==> config.mk <==
export PLATFORM = sky130hd
export DESIGN_NAME = erase_poller
export DESIGN_NICKNAME = d
export VERILOG_FILES = /design/src/rtl/ep_pkg.sv /design/src/rtl/ep_cmd_rom.sv /design/src/rtl/ep_gap_timer.sv /design/src/rtl/ep_attempt_ctr.sv /design/src/rtl/erase_poller.sv
export SDC_FILE = /design/constraint.sdc
export NUM_CORES = 1
export LEC_CHECK = 0
export ABC_CLOCK_PERIOD_IN_PS = 1400
export BUFFER_PORTS_ARGS = -buffer_cell sky130_fd_sc_hd__buf_2
export CORE_ASPECT_RATIO = 0.8
export CORE_MARGIN = 3
export CORE_UTILIZATION = 44
export CTS_BUF_LIST = sky130_fd_sc_hd__clkbuf_16
export DETAILED_ROUTE_END_ITERATION = 12
export PLACE_DENSITY = 0.85
export SETUP_SLACK_MARGIN = 0.3
export SYNTH_ARGS = -nofsm -noshare
export SYNTH_HDL_FRONTEND = slang
export SYNTH_SLANG_ARGS = --single-unit
export TNS_END_PERCENT = 5
==> constraint.sdc <==
create_clock -name clk -period 1.4 [get_ports clk]
set_input_delay 0.14 -clock clk [delete_from_list [all_inputs] [get_ports clk]]
set_output_delay 0.14 -clock clk [all_outputs]
set_load 0.01 [all_outputs]
==> src/rtl/ep_pkg.sv <==
package ep_pkg;
  typedef enum logic [2:0] {
    ST_IDLE,
    ST_WLO,
    ST_WHI,
    ST_GAP,
    ST_RD,
    ST_DONE
  } ep_state_t;

  localparam int SEQ_LEN = 6;
  localparam int IDX_W   = $clog2(SEQ_LEN);

  localparam logic [7:0] CMD_KEY_A  = 8'hAA;
  localparam logic [7:0] CMD_KEY_B  = 8'h55;
  localparam logic [7:0] CMD_ARM    = 8'h80;
  localparam logic [7:0] CMD_SECTOR = 8'h30;

  localparam int KEY_ADDR_A = 'h555;
  localparam int KEY_ADDR_B = 'h2AA;
endpackage

==> src/rtl/ep_cmd_rom.sv <==
module ep_cmd_rom
  import ep_pkg::*;
#(
  parameter int ADDR_W = 12,
  parameter int DATA_W = 8
) (
  input  logic [IDX_W-1:0]  idx,
  input  logic [ADDR_W-1:0] sector_addr,
  output logic [ADDR_W-1:0] wr_addr,
  output logic [DATA_W-1:0] wr_data
);
  localparam logic [ADDR_W-1:0] A_KEY_A = ADDR_W'(KEY_ADDR_A);
  localparam logic [ADDR_W-1:0] A_KEY_B = ADDR_W'(KEY_ADDR_B);

  always_comb begin
    wr_addr = A_KEY_A;
    wr_data = DATA_W'(CMD_KEY_A);
    case (idx)
      IDX_W'(0): begin wr_addr = A_KEY_A;     wr_data = DATA_W'(CMD_KEY_A);  end
      IDX_W'(1): begin wr_addr = A_KEY_B;     wr_data = DATA_W'(CMD_KEY_B);  end
      IDX_W'(2): begin wr_addr = A_KEY_A;     wr_data = DATA_W'(CMD_ARM);    end
      IDX_W'(3): begin wr_addr = A_KEY_A;     wr_data = DATA_W'(CMD_KEY_A);  end
      IDX_W'(4): begin wr_addr = A_KEY_B;     wr_data = DATA_W'(CMD_KEY_B);  end
      default:   begin wr_addr = sector_addr; wr_data = DATA_W'(CMD_SECTOR); end
    endcase
  end
endmodule

==> src/rtl/ep_gap_timer.sv <==
module ep_gap_timer #(
  parameter int GAP = 3
) (
  input  logic clk,
  input  logic rst_n,
  input  logic load,
  input  logic tick,
  output logic expired
);
  localparam int GW = (GAP < 2) ? 1 : $clog2(GAP);

  logic [GW-1:0] cnt_q;

  always_ff @(posedge clk or negedge rst_n) begin
    if (!rst_n) begin
      cnt_q <= '0;
    end else if (load) begin
      cnt_q <= GW'(GAP - 1);
    end else if (tick && cnt_q != '0) begin
      cnt_q <= cnt_q - 1'b1;
    end
  end

  assign expired = (cnt_q == '0);
endmodule

==> src/rtl/ep_attempt_ctr.sv <==
module ep_attempt_ctr #(
  parameter int MAX_POLLS = 8
) (
  input  logic clk,
  input  logic rst_n,
  input  logic clr,
  input  logic inc,
  output logic last
);
  localparam int CW = $clog2(MAX_POLLS + 1);

  logic [CW-1:0] cnt_q;

  always_ff @(posedge clk or negedge rst_n) begin
    if (!rst_n) begin
      cnt_q <= '0;
    end else if (clr) begin
      cnt_q <= '0;
    end else if (inc) begin
      cnt_q <= cnt_q + 1'b1;
    end
  end

  assign last = (cnt_q == CW'(MAX_POLLS - 1));
endmodule

==> src/rtl/erase_poller.sv <==
module erase_poller
  import ep_pkg::*;
#(
  parameter int ADDR_W       = 12,
  parameter int DATA_W       = 8,
  parameter int STATUS_BIT   = 7,
  parameter int POLL_GAP     = 3,
  parameter int MAX_POLLS    = 8,
  parameter bit USE_BUSY_PIN = 1'b0
) (
  input  logic              clk,
  input  logic              rst_n,
  input  logic              req_valid,
  output logic              req_ready,
  input  logic [ADDR_W-1:0] req_addr,
  output logic              done_valid,
  input  logic              done_ready,
  output logic              done_err,
  output logic [ADDR_W-1:0] done_addr,
  input  logic              dev_abort,
  output logic              bus_ce_n,
  output logic              bus_we_n,
  output logic              bus_oe_n,
  output logic [ADDR_W-1:0] bus_addr,
  output logic [DATA_W-1:0] bus_wdata,
  input  logic [DATA_W-1:0] bus_rdata,
  input  logic              bus_ready
);
  localparam logic [IDX_W-1:0] LAST_IDX = IDX_W'(SEQ_LEN - 1);

  ep_state_t         state_q;
  logic [IDX_W-1:0]  idx_q;
  logic [ADDR_W-1:0] saved_q;
  logic              err_q;

  logic [ADDR_W-1:0] rom_addr;
  logic [DATA_W-1:0] rom_data;
  logic              gap_done;
  logic              poll_last;
  logic              erase_done;
  logic              accept;
  logic              restart;
  logic              enter_gap;
  logic              read_phase;

  ep_cmd_rom #(.ADDR_W(ADDR_W), .DATA_W(DATA_W)) u_rom (
    .idx        (idx_q),
    .sector_addr(saved_q),
    .wr_addr    (rom_addr),
    .wr_data    (rom_data)
  );

  generate
    if (USE_BUSY_PIN) begin : g_pin
      assign erase_done = bus_ready;
      assign read_phase = 1'b0;
    end else begin : g_poll
      assign erase_done = bus_rdata[STATUS_BIT];
      assign read_phase = (state_q == ST_RD);
    end
  endgenerate

  logic unused_inputs;
  assign unused_inputs = ^{bus_rdata, bus_ready};

  assign accept    = (state_q == ST_IDLE) && req_valid;
  assign restart   = dev_abort && ((state_q == ST_GAP) || (state_q == ST_RD));
  assign enter_gap = !restart &&
                     (((state_q == ST_WHI) && (idx_q == LAST_IDX)) ||
                      ((state_q == ST_RD) && !erase_done && !poll_last));

  ep_gap_timer #(.GAP(POLL_GAP)) u_gap (
    .clk    (clk),
    .rst_n  (rst_n),
    .load   (enter_gap),
    .tick   (state_q == ST_GAP),
    .expired(gap_done)
  );

  ep_attempt_ctr #(.MAX_POLLS(MAX_POLLS)) u_att (
    .clk  (clk),
    .rst_n(rst_n),
    .clr  (accept || restart),
    .inc  ((state_q == ST_RD) && !restart),
    .last (poll_last)
  );

  always_ff @(posedge clk or negedge rst_n) begin
    if (!rst_n) begin
      state_q <= ST_IDLE;
      idx_q   <= '0;
      saved_q <= '0;
      err_q   <= 1'b0;
    end else begin
      case (state_q)
        ST_IDLE: begin
          if (req_valid) begin
            saved_q <= req_addr;
            idx_q   <= '0;
            err_q   <= 1'b0;
            state_q <= ST_WLO;
          end
        end
        ST_WLO: state_q <= ST_WHI;
        ST_WHI: begin
          if (idx_q == LAST_IDX) begin
            state_q <= ST_GAP;
          end else begin
            idx_q   <= idx_q + 1'b1;
            state_q <= ST_WLO;
          end
        end
        ST_GAP: begin
          if (restart) begin
            idx_q   <= '0;
            state_q <= ST_WLO;
          end else if (gap_done) begin
            state_q <= ST_RD;
          end
        end
        ST_RD: begin
          if (restart) begin
            idx_q   <= '0;
            state_q <= ST_WLO;
          end else if (erase_done) begin
            err_q   <= 1'b0;
            state_q <= ST_DONE;
          end else if (poll_last) begin
            err_q   <= 1'b1;
            state_q <= ST_DONE;
          end else begin
            state_q <= ST_GAP;
          end
        end
        ST_DONE: begin
          if (done_ready) state_q <= ST_IDLE;
        end
        default: state_q <= ST_IDLE;
      endcase
    end
  end

  always_comb begin
    req_ready  = (state_q == ST_IDLE);
    done_valid = (state_q == ST_DONE);
    done_err   = (state_q == ST_DONE) && err_q;
    done_addr  = saved_q;
    bus_we_n   = (state_q != ST_WLO);
    bus_oe_n   = !read_phase;
    bus_ce_n   = !((state_q == ST_WLO) || read_phase);
    bus_addr   = '0;
    bus_wdata  = '0;
    if (state_q == ST_WLO) begin
      bus_addr  = rom_addr;
      bus_wdata = rom_data;
    end else if (read_phase) begin
      bus_addr = saved_q;
    end
  end
endmodule

### Word-level counts from Yosys, hierarchy flattened

Index checks and enable logic that the tools add are counted.

* mux-type cells: 27
* $add $sub $neg: 3
* reduce and logical (&&, ||, !) cells: 34
* equality and inequality tests: 19

Operators by type and width (count)
* $mux 3: 10
* $mux 12: 2
* $pmux 12 s2: 1
* $pmux 8 s3: 1
* $pmux 3 s6: 1
* $eq 3x2->1 const B: 4
* $eq 3x3->1 const B: 4
* $logic_and 1x1->1: 9
* $pmux 3 s3: 1
* $mux 4: 2
* $mux 8: 1
* $reduce_and 4->1: 2
* $reduce_bool 2->1: 4
* $eq 3x1->1 const B: 2
* $logic_not 3->1: 2
* $mux 2: 3
* $ne 2x2->1 const B: 3
* $ne 3x3->1 const B: 2
* $reduce_or 2->1: 3
* $logic_not 1->1: 5
* $add 4x1->4 const B: 1
* $eq 4x3->1 const B: 1
* $logic_or 1x1->1: 4
* $mux 1: 4
* other kinds (10): 11

* bits in registers: 25
* input bits: 26
* word-level logic and storage cells: 89
* output and inout port bits: 38

### Logic depth before layout (Yosys ltp)

Gate-level depths: netlist of the first run.

* word-level depth: 7
* mapped depth: 7

### Modules after synthesis

Synthesis of the first run repeated with hierarchy kept, for this count alone.

* cell total of the unflattened synthesis: 210
* area, all modules: 1795.5 µm²

By module, submodules not included
* erase_poller: times used 1, area each 1167.4 µm², cells an instance 137
* ep_cmd_rom: times used 1, area each 299.0 µm², cells an instance 43
* ep_attempt_ctr: times used 1, area each 200.2 µm², cells an instance 18
* ep_gap_timer: times used 1, area each 128.9 µm², cells an instance 12

### Worst setup path after synthesis of the first run

OpenSTA, ideal clock, no wires.

* kind: register -> output
* from: register state_q[1]
* to: output bus_wdata[2]
* path slack: -0.223 ns
* buffers on the path: 2
* data arrival time: 1.483 ns
* cell stages (with the launch flop): 7
* required time: 1.260 ns
* path through: dfrtp_1 -> and2b_1 -> nand2b_1 -> buf_2 -> nor2_1 -> and2_1 -> buf_4

* word-level cells in the longest chain between the ends: 2

RTL lines
* start, declared: line erase_poller.sv:31 `ep_state_t state_q;`
* start signal, assigned: line erase_poller.sv:90 `state_q <= ST_IDLE;`
* start signal, assigned: line erase_poller.sv:101 `state_q <= ST_WLO;`
* start signal, assigned: line erase_poller.sv:104 `ST_WLO: state_q <= ST_WHI;`
* $eq 3x1->1: line erase_poller.sv:153 `if (state_q == ST_WLO) begin`
* $mux 8: line erase_poller.sv:153
* end, declared: line erase_poller.sv:25 `output logic [DATA_W-1:0] bus_wdata,`

Every way passes these cells.

### Worst setup path in the final report of the first run

* from: register idx_q[1]
* to: output bus_addr[8]

* word-level cells in the longest chain between the ends: 4
* elaborated cells on any way between the ends: 9
* classes of those cells: eq/ne: 4; mux: 2; reduce/logical: 3

RTL lines
* start, declared: line erase_poller.sv:32 `logic [IDX_W-1:0] idx_q;`
* start signal, assigned: line erase_poller.sv:109 `idx_q <= idx_q + 1'b1;`
* $eq 3x2->1 (tied with other cells): line ep_cmd_rom.sv:18 `case (idx)`
* $reduce_or 3->1 (no line) or $reduce_or 2->1 (tied branches)
* $pmux 12 s2 (*): line ep_cmd_rom.sv:18
* $mux 12 (*): line erase_poller.sv:153
* end, declared: line erase_poller.sv:24 `output logic [ADDR_W-1:0] bus_addr,`

Every way passes the cells marked *; elsewhere a longest branch is shown, timed or not.

==> flow_summary.json, run 1 <==
{
  "synth-seq-cells": 25,
  "cts_made_buffers": 3,
  "final_core_util_pct": 70.86,
  "cap_violations": 0,
  "ys.flop_type": "dfrtp_1",
  "syn_to_final_growth_pct": 52.82,
  "die_width_um": 73.85,
  "violations": "negative setup slack",
  "r2r_end": "u_att.cnt_q[3]$_DFFE_PN0P_",
  "tritoncts": "done",
  "dieHeight_um": 60.28,
  "drtPass1Iterations": 4,
  "slew_violations": 0,
  "end_kind": "output pin",
  "worst-setup-path-type": "reg -> out",
  "crit_path_cell_trace": "inv_2 > ha_2 > mux2i_4 > nand3b_1 > a21oi_4 > a21o_1 > buf_2",
  "grt.overflow.total": 0,
  "synth_cell_types": 46,
  "h-tree-depth": 1,
  "setup-tns-final_ns": -10.76,
  "grt_usage_pct": 21.58,
  "startpoint": "idx_q[1]$_DFFE_PN0P_",
  "rsz0062_at_grt": "yes",
  "leakage_nw": 1.336,
  "layout.cells.non_filler": 311,
  "syn_nets": 215,
  "grt_pass1_vias": 1554,
  "drt_iter0_drc": 82,
  "grt_max_degree": 26,
  "min_period_over_period_pct": 139.8,
  "synth-xor-area-share_pct": 1.081,
  "synth-adder-area-share_pct": 5.405,
  "avgSynthCellArea_um2": 8.903,
  "relSlewSlack_pct": 61.24,
  "diodes": 0,
  "cp_top_family": "compound AO/OA/AOI/OAI gates",
  "drc": 0,
  "max_stage_delay_ns": 0.41,
  "synth.mux.area_fraction_pct": 2.780,
  "powerDensity_nw_per_um2": 2215,
  "initial_core_util_pct": 46.37,
  "fin_ws_ns": -0.5571,
  "clock_latency_ns": 0.26,
  "final_cell_area_um2": 2476,
  "reg2regPathDepth": 5,
  "syn_inst": 182,
  "cts-root-buf": "clkbuf_16",
  "io_buffers": 55,
  "rows": 19,
  "dp_hpwl_um": 3214,
  "cts.sinks": 25,
  "seq_area_frac_synth_pct": 38.61,
  "timing.fmax_ghz": 0.5110,
  "critPathRequiredTime_ns": 1.26,
  "core_um2": 3495,
  "drt_wl_total_um": 4613,
  "worstPathArrival_ns": 1.82,
  "ant_nets": 0,
  "tightest_slew_ns": 0.5814,
  "setup_viol": 36,
  "viasPerCell": 5.244,
  "wl_per_cell_um": 14.83,
  "hold_violations": 0,
  "async_reset_ff_share_pct": 100.0,
  "antenna_found_initial": 0,
  "place_area_um2": 2198,
  "place.gp.congestion": 0.8242,
  "dpl.cell_count": 303,
  "hold_ws_ns": 0.06252,
  "synth_top_family_by_area": "simple AND/OR/NAND/NOR gates",
  "synth_simple_gate_area_share_pct": 25.79,
  "cts_max_path_buffers": 2,
  "hold_class": "in -> reg",
  "dieArea_um2": 4451,
  "drive_above_1_share_pct": 55.02,
  "vias": 1631,
  "cts.clk_slew.worst_paths_ns": 0.07,
  "ir_worst_vdd_mv": 1.205,
  "cp.depth": 7,
  "io-pin-count": 64,
  "path_buf_inv": 2,
  "grt_pass1_wl_um": 7314,
  "fin_crit_ns": 1.957,
  "ff2ff_setup_slack_ns": -0.14,
  "critical_path.max_fanout": 6,
  "r2r_start": "state_q[1]$_DFFE_PN0P_",
  "synth_edf_count": 0,
  "status": "finished, violations left",
  "cpMaxStageDelayCell": "dfrtp_1",
  "yosysWarnings": 0,
  "critPathLaunchType": "flop",
  "synth-compound-area-share_pct": 18.46,
  "nets": 303,
  "endpoint": "bus_addr[8]",
  "netlist_area_um2": 1620,
  "fin_skew_ns": 0.002867
}
-- cells in the final DEF (no fill, tap or decap), types with 4 or more instances in the layout --
cell,netlist,routed
buf_2,3,51
nand2_1,46,32
buf_4,3,30
dfrtp_1,25,24
nand2_2,1,14
a21o_1,12,12
buf_6,4,11
inv_1,10,8
nor2_1,10,6
a21oi_1,5,5
o21ai_1,2,4
ha_1,7,4
-- cells by family (layout without fill, tap and decap cells) --
kind of cell,after synthesis,in the layout
compound gates,40,40
xor+xnor,2,2
fa+ha+maj,7,7
buf+inv,22,109
flops,25,25
mux,4,4
simple gates,82,82
-- repair_timing --
action | in CTS | in global routing
setup endpoints to repair | 51 | 51
hold endpoints to repair | 25 | 0
pin swaps | 18 | 8
resized for setup | 39 | 6
buffers inserted | 1 | 2
hold buffers | 1 | 0
-- registers in the layout, indices dropped and copies added, names as in the netlist --
name,cells
state_q,3
done_addr,12
u_att.cnt_q,4
err_q,1
idx_q,3
u_gap.cnt_q,2
-- Yosys cell counts (all sizes together), types with 3 or more instances --
cell,instances,share of area (%)
a21o,12,5.6
a21oi,6,2.1
and2,4,1.5
and3,3,1.2
buf,10,5.1
dfrtp,25,39
ha,7,5.4
inv,11,2.5
mux2i,3,1.9
nand2,47,11
nand2b,3,1.6
nand3,3,0.93
nand3b,3,1.4
nor2,11,2.7
o21ai,6,1.9
-- per-layer routing --
layer / routed length [um] / up-vias / share of wire [%] / global-route usage (%)
met4: 75 / 0 / 1.6 / 4.651
li1: - / 791 / - / -
met5: 0 / - / 0 / 0
met2: 2423 / 57 / 53 / 39.65
met3: 257 / 10 / 5.6 / 4.034
met1: 1857 / 773 / 40 / 26.20
-- where the power goes --
group	leakage, nW	switching [mW]	total [mW]	internal [mW]
sequential	0.318	0.222	1.22	0.995
clock	0.0371	0.266	0.654	0.388
combinational	0.981	1.83	3.61	1.78
-- worst min path at each step --
stage / start / depth (start not counted) / slack (ns) / to
after floorplan: rst_n / 0 / -0.16 / done_addr[0]$_DFFE_PN0P_
after detailed placement: rst_n / 1 / 0.17 / u_att.cnt_q[2]$_DFFE_PN0P_
final: req_addr[7] / 3 / 0.06 / done_addr[7]$_DFFE_PN0P_
after global placement: rst_n / 1 / 0.16 / u_gap.cnt_q[0]$_DFFE_PN0P_
after global routing: req_addr[7] / 3 / 0.07 / done_addr[7]$_DFFE_PN0P_
after CTS: req_addr[7] / 3 / 0.06 / done_addr[7]$_DFFE_PN0P_
-- per-stage QoR --
stage | setup WS, ns | power (mW)
final | -0.5571 | 5.484
after global routing | -0.6286 | 5.885
after CTS | -0.5203 | 5.387
after global placement | -0.2102 | 4.252
after detailed placement | -0.2650 | 4.362
after floorplan | -0.08975 | 3.122
-- area by class of cell --
| class | count | area (um^2) |
|---|---|---|
| Sequential cell | 25 | 626.9 |
| Multi-Input combinational cell | 135 | 1039 |
| Tap cell | 42 | 52.55 |
| Inverter | 11 | 41.29 |
| Clock buffer | 3 | 75.07 |
| Timing Repair Buffer | 94 | 634.4 |
| Fill cell | 260 | 1018 |
| Clock inverter | 1 | 7.507 |
-- worst register-to-register path, delay by kind of cell, from the launching register on --
| kind | cells | cell delay, ns |
|---|---|---|
| buffers and inverters | 1 | 0.17 |
| and+or+nand+nor | 1 | 0.57 |
| AOI/OAI and AO/OA | 3 | 0.31 |
| DFF | 1 | 0.42 |
Power figures use the tool's default switching activity.
==> inputs of run 2 (changes only) <==
--- a/config.mk
+++ b/config.mk
@@ -5,7 +5,7 @@
 export SDC_FILE = /design/constraint.sdc
 export NUM_CORES = 1
 export LEC_CHECK = 0
-export ABC_CLOCK_PERIOD_IN_PS = 1400
+export ABC_CLOCK_PERIOD_IN_PS = 1650
 export BUFFER_PORTS_ARGS = -buffer_cell sky130_fd_sc_hd__buf_2
 export CORE_ASPECT_RATIO = 0.8
 export CORE_MARGIN = 3
==> constraint.sdc (replaced) <==
create_clock -name clk -period 1.65 [get_ports clk]
set_input_delay 0.165 -clock clk [delete_from_list [all_inputs] [get_ports clk]]
set_output_delay 0.165 -clock clk [all_outputs]
set_load 0.01 [all_outputs]
==> run 2 against run 1 <==
Against the previous run:
- the flow still finishes with violations (negative setup slack)
- via count down 6.6%
- hold slack improved by 0.031 ns
- design area down 3.5%
- core utilization shrank 2.5 points
- setup slack better by 0.31 ns
- global-route usage down 3.6 points
- sequential power fell by 11%
- cell count fell by 5.1%
- register-to-register slack better by 0.19 ns
- count of clock-buffer cells in the layout stayed put
- sequential share of layout area rose by 0.97 points
- first-iteration DRC count grew 9.8%
- critical endpoint is now bus_addr[10]
==> flow_summary.json, run 2 (same netlist as run 1, synthesis figures left out) <==
{
  "status": "finished, violations left",
  "violations": "negative setup slack",
  "largest_register_ffs": 12,
  "grt_pass1_vias": 1307,
  "clock_latency_ns": 0.25,
  "powerDensity_nw_per_um2": 1851,
  "dieHeight_um": 60.28,
  "critPathRequiredTime_ns": 1.48,
  "cts.clk_slew.worst_paths_ns": 0.06,
  "r2r_end": "idx_q[2]$_DFFE_PN0P_",
  "fin_skew_ns": 0.0007845,
  "dieArea_um2": 4451,
  "critical_path.max_fanout": 6,
  "crit_path_cell_trace": "inv_4 > ha_4 > mux2i_4 > nand3b_1 > a21oi_4 > a21o_1 > buf_2",
  "min_to": "done_addr[9]$_DFFE_PN0P_",
  "nets": 287,
  "die_width_um": 73.85,
  "diodes": 0,
  "min_period_over_period_pct": 115.0,
  "fin_crit_ns": 1.898,
  "setup-tns-final_ns": -4.033,
  "p_switching_mw": 1.915,
  "swShare_pct": 43.29,
  "slew_violations": 0,
  "place_area_um2": 2061,
  "grt.overflow.total": 0,
  "rsz0062_at_grt": "yes",
  "combPwrFrac_pct": 63.6,
  "ff2ff_setup_slack_ns": 0.05,
  "reg2regPathDepth": 5,
  "relSlewSlack_pct": 62.50,
  "syn_to_final_growth_pct": 47.49,
  "grt_pass1_wl_um": 6127,
  "cpMaxStageDelayCell": "dfrtp_2",
  "hold_depth": 3,
  "cts.sinks": 25,
  "place.gp.congestion": 0.7782,
  "hold_start": "req_addr[9]",
  "grt_usage_pct": 18.03,
  "r2r_start": "idx_q[1]$_DFFE_PN0P_",
  "rows": 19,
  "dp_hpwl_um": 2898,
  "ant_nets": 0,
  "grt_max_degree": 26,
  "final_common_cell": "buf_2",
  "tightest_slew_ns": 0.5625,
  "drt_iter0_drc": 90,
  "worstPathArrival_ns": 1.73,
  "tritoncts": "done",
  "cts_made_buffers": 3,
  "finalPower_mw": 4.424,
  "end_kind": "output pin",
  "cts_max_path_buffers": 2,
  "drc": 0,
  "drive_above_1_share_pct": 53.36,
  "fin_ws_ns": -0.2476,
  "drt_wl_total_um": 4192,
  "io-pin-count": 64,
  "h-tree-depth": 1,
  "final_cell_mix": "53 x buf_2, 34 x nand2_1, 23 x dfrtp_1",
  "max_stage_delay_ns": 0.44,
  "hold_violations": 0,
  "cts-root-buf": "clkbuf_16",
  "vias": 1523,
  "antenna_found_initial": 0,
  "cap_violations": 0,
  "initial_core_util_pct": 46.37,
  "timing.fmax_ghz": 0.5270,
  "p_int_mw": 2.509,
  "hold_class": "in -> reg",
  "worst-setup-path-type": "reg -> out",
  "drtPass1Iterations": 4,
  "final_cell_area_um2": 2390,
  "clockPowerShare_pct": 12.0,
  "leakage_nw": 1.266,
  "io_buffers": 55,
  "viasPerCell": 5.163,
  "final_core_util_pct": 68.39,
  "setup_viol": 21,
  "ir_worst_vdd_mv": 0.8653,
  "wl_per_cell_um": 14.21,
  "critPathLaunchType": "flop",
  "seqPwrFrac_pct": 24.4,
  "core_um2": 3495
}
[run 2: cell types whose count changed in the layout (fill, tap and decap cells not counted), moves of 2 or more]
| cell | previous run | this run |
|---|---|---|
| nand3_1 | 3 | 1 |
| buf_4 | 30 | 17 |
| buf_6 | 11 | 6 |
| nand2_1 | 32 | 34 |
| buf_2 | 51 | 53 |
| nand3_2 | 0 | 2 |
| inv_2 | 3 | 1 |
| o22ai_2 | 2 | 0 |
| nand2_2 | 14 | 11 |
| nor2_4 | 2 | 4 |
| inv_4 | 0 | 2 |
[run 2: layout make-up]
cell class | instances | area [um^2]
clock inverter | 1 | 5.005
timing repair buffer | 78 | 490.5
clock buffer | 3 | 75.07
inverter | 11 | 46.29
multi-input combinational | 135 | 1092
sequential | 25 | 628.1
tap | 42 | 52.55
fill | 267 | 1105
[run 2: power by group through the flow]
stage | combinational [mW] | clock (mW) | sequential, mW
CTS | 2.58 | 0.542 | 1.04
finish | 2.81 | 0.531 | 1.08
detailed placement | 2.41 | 0 | 1.04
global route | 3.07 | 0.571 | 1.11
global placement | 2.35 | 0 | 1.03
floorplan | 1.56 | 0 | 1.08
[run 2: metal layers]
layer	wire (um)	vias to the layer above	track usage, %
met1	1836	726	23.20
li1	-	756	-
met2	2131	37	32.07
met3	191	4	3.697
met4	32	0	2.326
met5	0	-	0
[run 2: worst max-delay path: cells and delay by family, from the launching register on]
family / cells / cell delay (ns)
muxes: 1 / 0.15
adders and majority gates: 1 / 0.18
AOI/OAI and AO/OA: 2 / 0.39
DFF: 1 / 0.44
buffers and inverters: 2 / 0.18
and+or+nand+nor: 1 / 0.13
[run 2: metrics by stage]
step	instances	hold slack, ns	setup slack [ns]
after CTS	293	0.09400	-0.2210
after global placement	287	0.1782	0.01883
after detailed placement	287	0.1782	-0.005747
after global routing	295	0.09968	-0.3338
final	295	0.09314	-0.2476
after floorplan	182	-0.1306	0.1353
[run 2: how the worst max path moves through the flow]
stage                    startpoint           end  slack (ns)  depth (start not counted)
2_1_floorplan  idx_q[0]$_DFFE_PN0P_  bus_wdata[3]        0.14                          7
3_3_place_gp   idx_q[0]$_DFFE_PN0P_   bus_addr[2]        0.02                          6
3_5_place_dp   idx_q[0]$_DFFE_PN0P_   bus_addr[2]      -0.006                          6
4_1_cts        idx_q[0]$_DFFE_PN0P_  bus_addr[11]       -0.22                          7
5_1_grt        idx_q[0]$_DFFE_PN0P_  bus_wdata[7]       -0.33                          7
6_report       idx_q[0]$_DFFE_PN0P_  bus_addr[10]       -0.25                          7
[run 2: what timing repair did]
action / in CTS / in global routing
buffers inserted: 1 / 2
pin swaps: 7 / 26
resized for setup: 23 / 34
hold buffers: 1 / 0
hold endpoints to repair: 25 / 0
setup endpoints to repair: 50 / 50
==> inputs of run 3 (changes only) <==
--- a/config.mk
+++ b/config.mk
@@ -9,10 +9,10 @@
 export BUFFER_PORTS_ARGS = -buffer_cell sky130_fd_sc_hd__buf_2
 export CORE_ASPECT_RATIO = 0.8
 export CORE_MARGIN = 3
-export CORE_UTILIZATION = 44
-export CTS_BUF_LIST = sky130_fd_sc_hd__clkbuf_16
+export CORE_UTILIZATION = 45
+export CTS_BUF_LIST = sky130_fd_sc_hd__clkbuf_4 sky130_fd_sc_hd__clkbuf_8
 export DETAILED_ROUTE_END_ITERATION = 12
-export PLACE_DENSITY = 0.85
+export PLACE_DENSITY = 0.87
 export SETUP_SLACK_MARGIN = 0.3
 export SYNTH_ARGS = -nofsm -noshare
 export SYNTH_HDL_FRONTEND = slang
==> run 3 against run 2 <==
Against the previous run:
- the flow still finishes with violations (negative setup slack)
- highest routed layer unchanged
- first-iteration DRC count decreased by 18%
- clock power decreased by 32%
- largest power group unchanged
- hold slack improved by 0.0022 ns
==> flow_summary.json, run 3 (same netlist as run 1, synthesis figures left out) <==
{
  "initial_core_util_pct": 49.62,
  "leakage_nw": 1.280,
  "grt_pass1_vias": 1408,
  "hold_class": "in -> reg",
  "cap_violations": 0,
  "grt_pass1_wl_um": 6320,
  "core_um2": 3266,
  "syn_to_final_growth_pct": 48.11,
  "final_cell_mix": "50 x buf_2, 22 x nand2_2, 22 x dfrtp_1",
  "vias": 1551,
  "end_kind": "output pin",
  "violations": "negative setup slack",
  "antenna_found_initial": 0,
  "min_to": "done_addr[4]$_DFFE_PN0P_",
  "grt.overflow.total": 0,
  "final_common_cell": "buf_2",
  "critPathRequiredTime_ns": 1.48,
  "grt_usage_pct": 18.43,
  "drc": 0,
  "die_width_um": 73.09,
  "r2r_start": "idx_q[1]$_DFFE_PN0P_",
  "fin_crit_ns": 1.959,
  "multi_input_area_um2": 1144,
  "tritoncts": "done",
  "min_period_over_period_pct": 118.7,
  "worst-setup-path-type": "reg -> out",
  "cts_max_path_buffers": 2,
  "drt_iter0_drc": 74,
  "relSlewSlack_pct": 61.82,
  "place.gp.congestion": 0.8149,
  "io_buffers": 55,
  "fin_ws_ns": -0.3093,
  "powerDensity_nw_per_um2": 1784,
  "cts.sinks": 25,
  "cts_made_buffers": 3,
  "clock_latency_ns": 0.27,
  "timing.fmax_ghz": 0.5104,
  "nets": 281,
  "finalPower_mw": 4.280,
  "final_core_util_pct": 73.49,
  "drtPass1Iterations": 4,
  "ant_nets": 0,
  "drt_wl_total_um": 4287,
  "worstPathArrival_ns": 1.79,
  "hold_ws_ns": 0.09537,
  "cts.clk_slew.worst_paths_ns": 0.09,
  "dieHeight_um": 59.67,
  "dieArea_um2": 4361,
  "r2r_end": "idx_q[2]$_DFFE_PN0P_",
  "largest_register_ffs": 12,
  "grt_max_degree": 26,
  "reg2regPathDepth": 5,
  "ir_worst_vdd_mv": 0.7898,
  "drive_above_1_share_pct": 59.11,
  "dp_hpwl_um": 2933,
  "rsz0062_at_grt": "yes",
  "cts-root-buf": "clkbuf_8",
  "wl_per_cell_um": 14.94,
  "hold_depth": 3,
  "hold_violations": 0,
  "tightest_slew_ns": 0.5727,
  "critPathLaunchType": "flop",
  "slew_violations": 0,
  "ff2ff_setup_slack_ns": -0.01,
  "diodes": 0,
  "hold_start": "req_addr[4]",
  "rows": 18,
  "h-tree-depth": 1,
  "setup_viol": 22,
  "status": "finished, violations left",
  "fillers": 233,
  "viasPerCell": 5.404,
  "fin_skew_ns": 0.004777,
  "io-pin-count": 64,
  "critical_path.max_fanout": 4,
  "seq_area_um2": 629.4
}
## run 3: changes by cell type in the layout (fill, tap and decap cells not counted), sizes merged
cell and change:
buf -6
## run 3: per-layer routing
| layer | GRT usage [%] | vias to the layer above | wire (um) |
|---|---|---|---|
| met5 | 0 | - | 0 |
| met4 | 4.474 | 0 | 54 |
| met3 | 4.034 | 10 | 252 |
| met2 | 31.72 | 54 | 2164 |
| met1 | 23.63 | 739 | 1815 |
| li1 | - | 748 | - |
## run 3: final cells by class
type / instances / area share (%)
Multi-Input combinational cell: 135 / 47.65
Sequential cell: 25 / 26.23
Timing Repair Buffer: 72 / 20.18
Tap cell: 40 / 2.086
Inverter: 11 / 1.929
Clock buffer: 3 / 1.721
Clock inverter: 1 / 0.2086
## run 3: metrics by stage
step | instance area (um^2) | setup WS [ns] | setup TNS, ns | std cells
finish | 2400 | -0.3093 | -4.317 | 287
global route | 2400 | -0.3902 | -6.282 | 287
CTS | 2182 | -0.2669 | -4.680 | 286
detailed placement | 2033 | -0.01474 | -0.04656 | 280
global placement | 2033 | 0.02170 | 0 | 280
floorplan | 1677 | 0.1353 | 0 | 182
## run 3: worst max-delay path by stage
stage / start / depth (start not counted) / to / slack, ns
6_report: idx_q[0]$_DFFE_PN0P_ / 6 / bus_addr[11] / -0.31
5_1_grt: idx_q[1]$_DFFE_PN0P_ / 7 / bus_addr[8] / -0.39
4_1_cts: idx_q[1]$_DFFE_PN0P_ / 6 / bus_addr[3] / -0.27
3_5_place_dp: idx_q[1]$_DFFE_PN0P_ / 7 / bus_addr[6] / -0.01
3_3_place_gp: idx_q[0]$_DFFE_PN0P_ / 6 / bus_addr[11] / 0.02
2_1_floorplan: idx_q[0]$_DFFE_PN0P_ / 7 / bus_wdata[3] / 0.14
## run 3: critical path, stage by stage, from the launching register on
cell      delay [ns]
dfrtp_2         0.47
ha_2            0.20
ha_4            0.16
o21ba_2         0.29
nand3b_1        0.11
a21boi_2        0.15
buf_2           0.14
## run 3: power by group
part	total (mW)	internal [mW]	switching (mW)
clock	0.361	0.169	0.192
sequential	1.10	0.846	0.252
combinational	2.82	1.33	1.49
total	4.28	2.34	1.94
## run 3: repair_timing
item / 4_1_cts / 5_1_grt
pin swaps: 9 / 48
hold endpoints to repair: 25 / 0
hold buffers: 1 / 0
resized for setup: 20 / 60
setup buffers: 1 / 1
setup endpoints to repair: 50 / 51
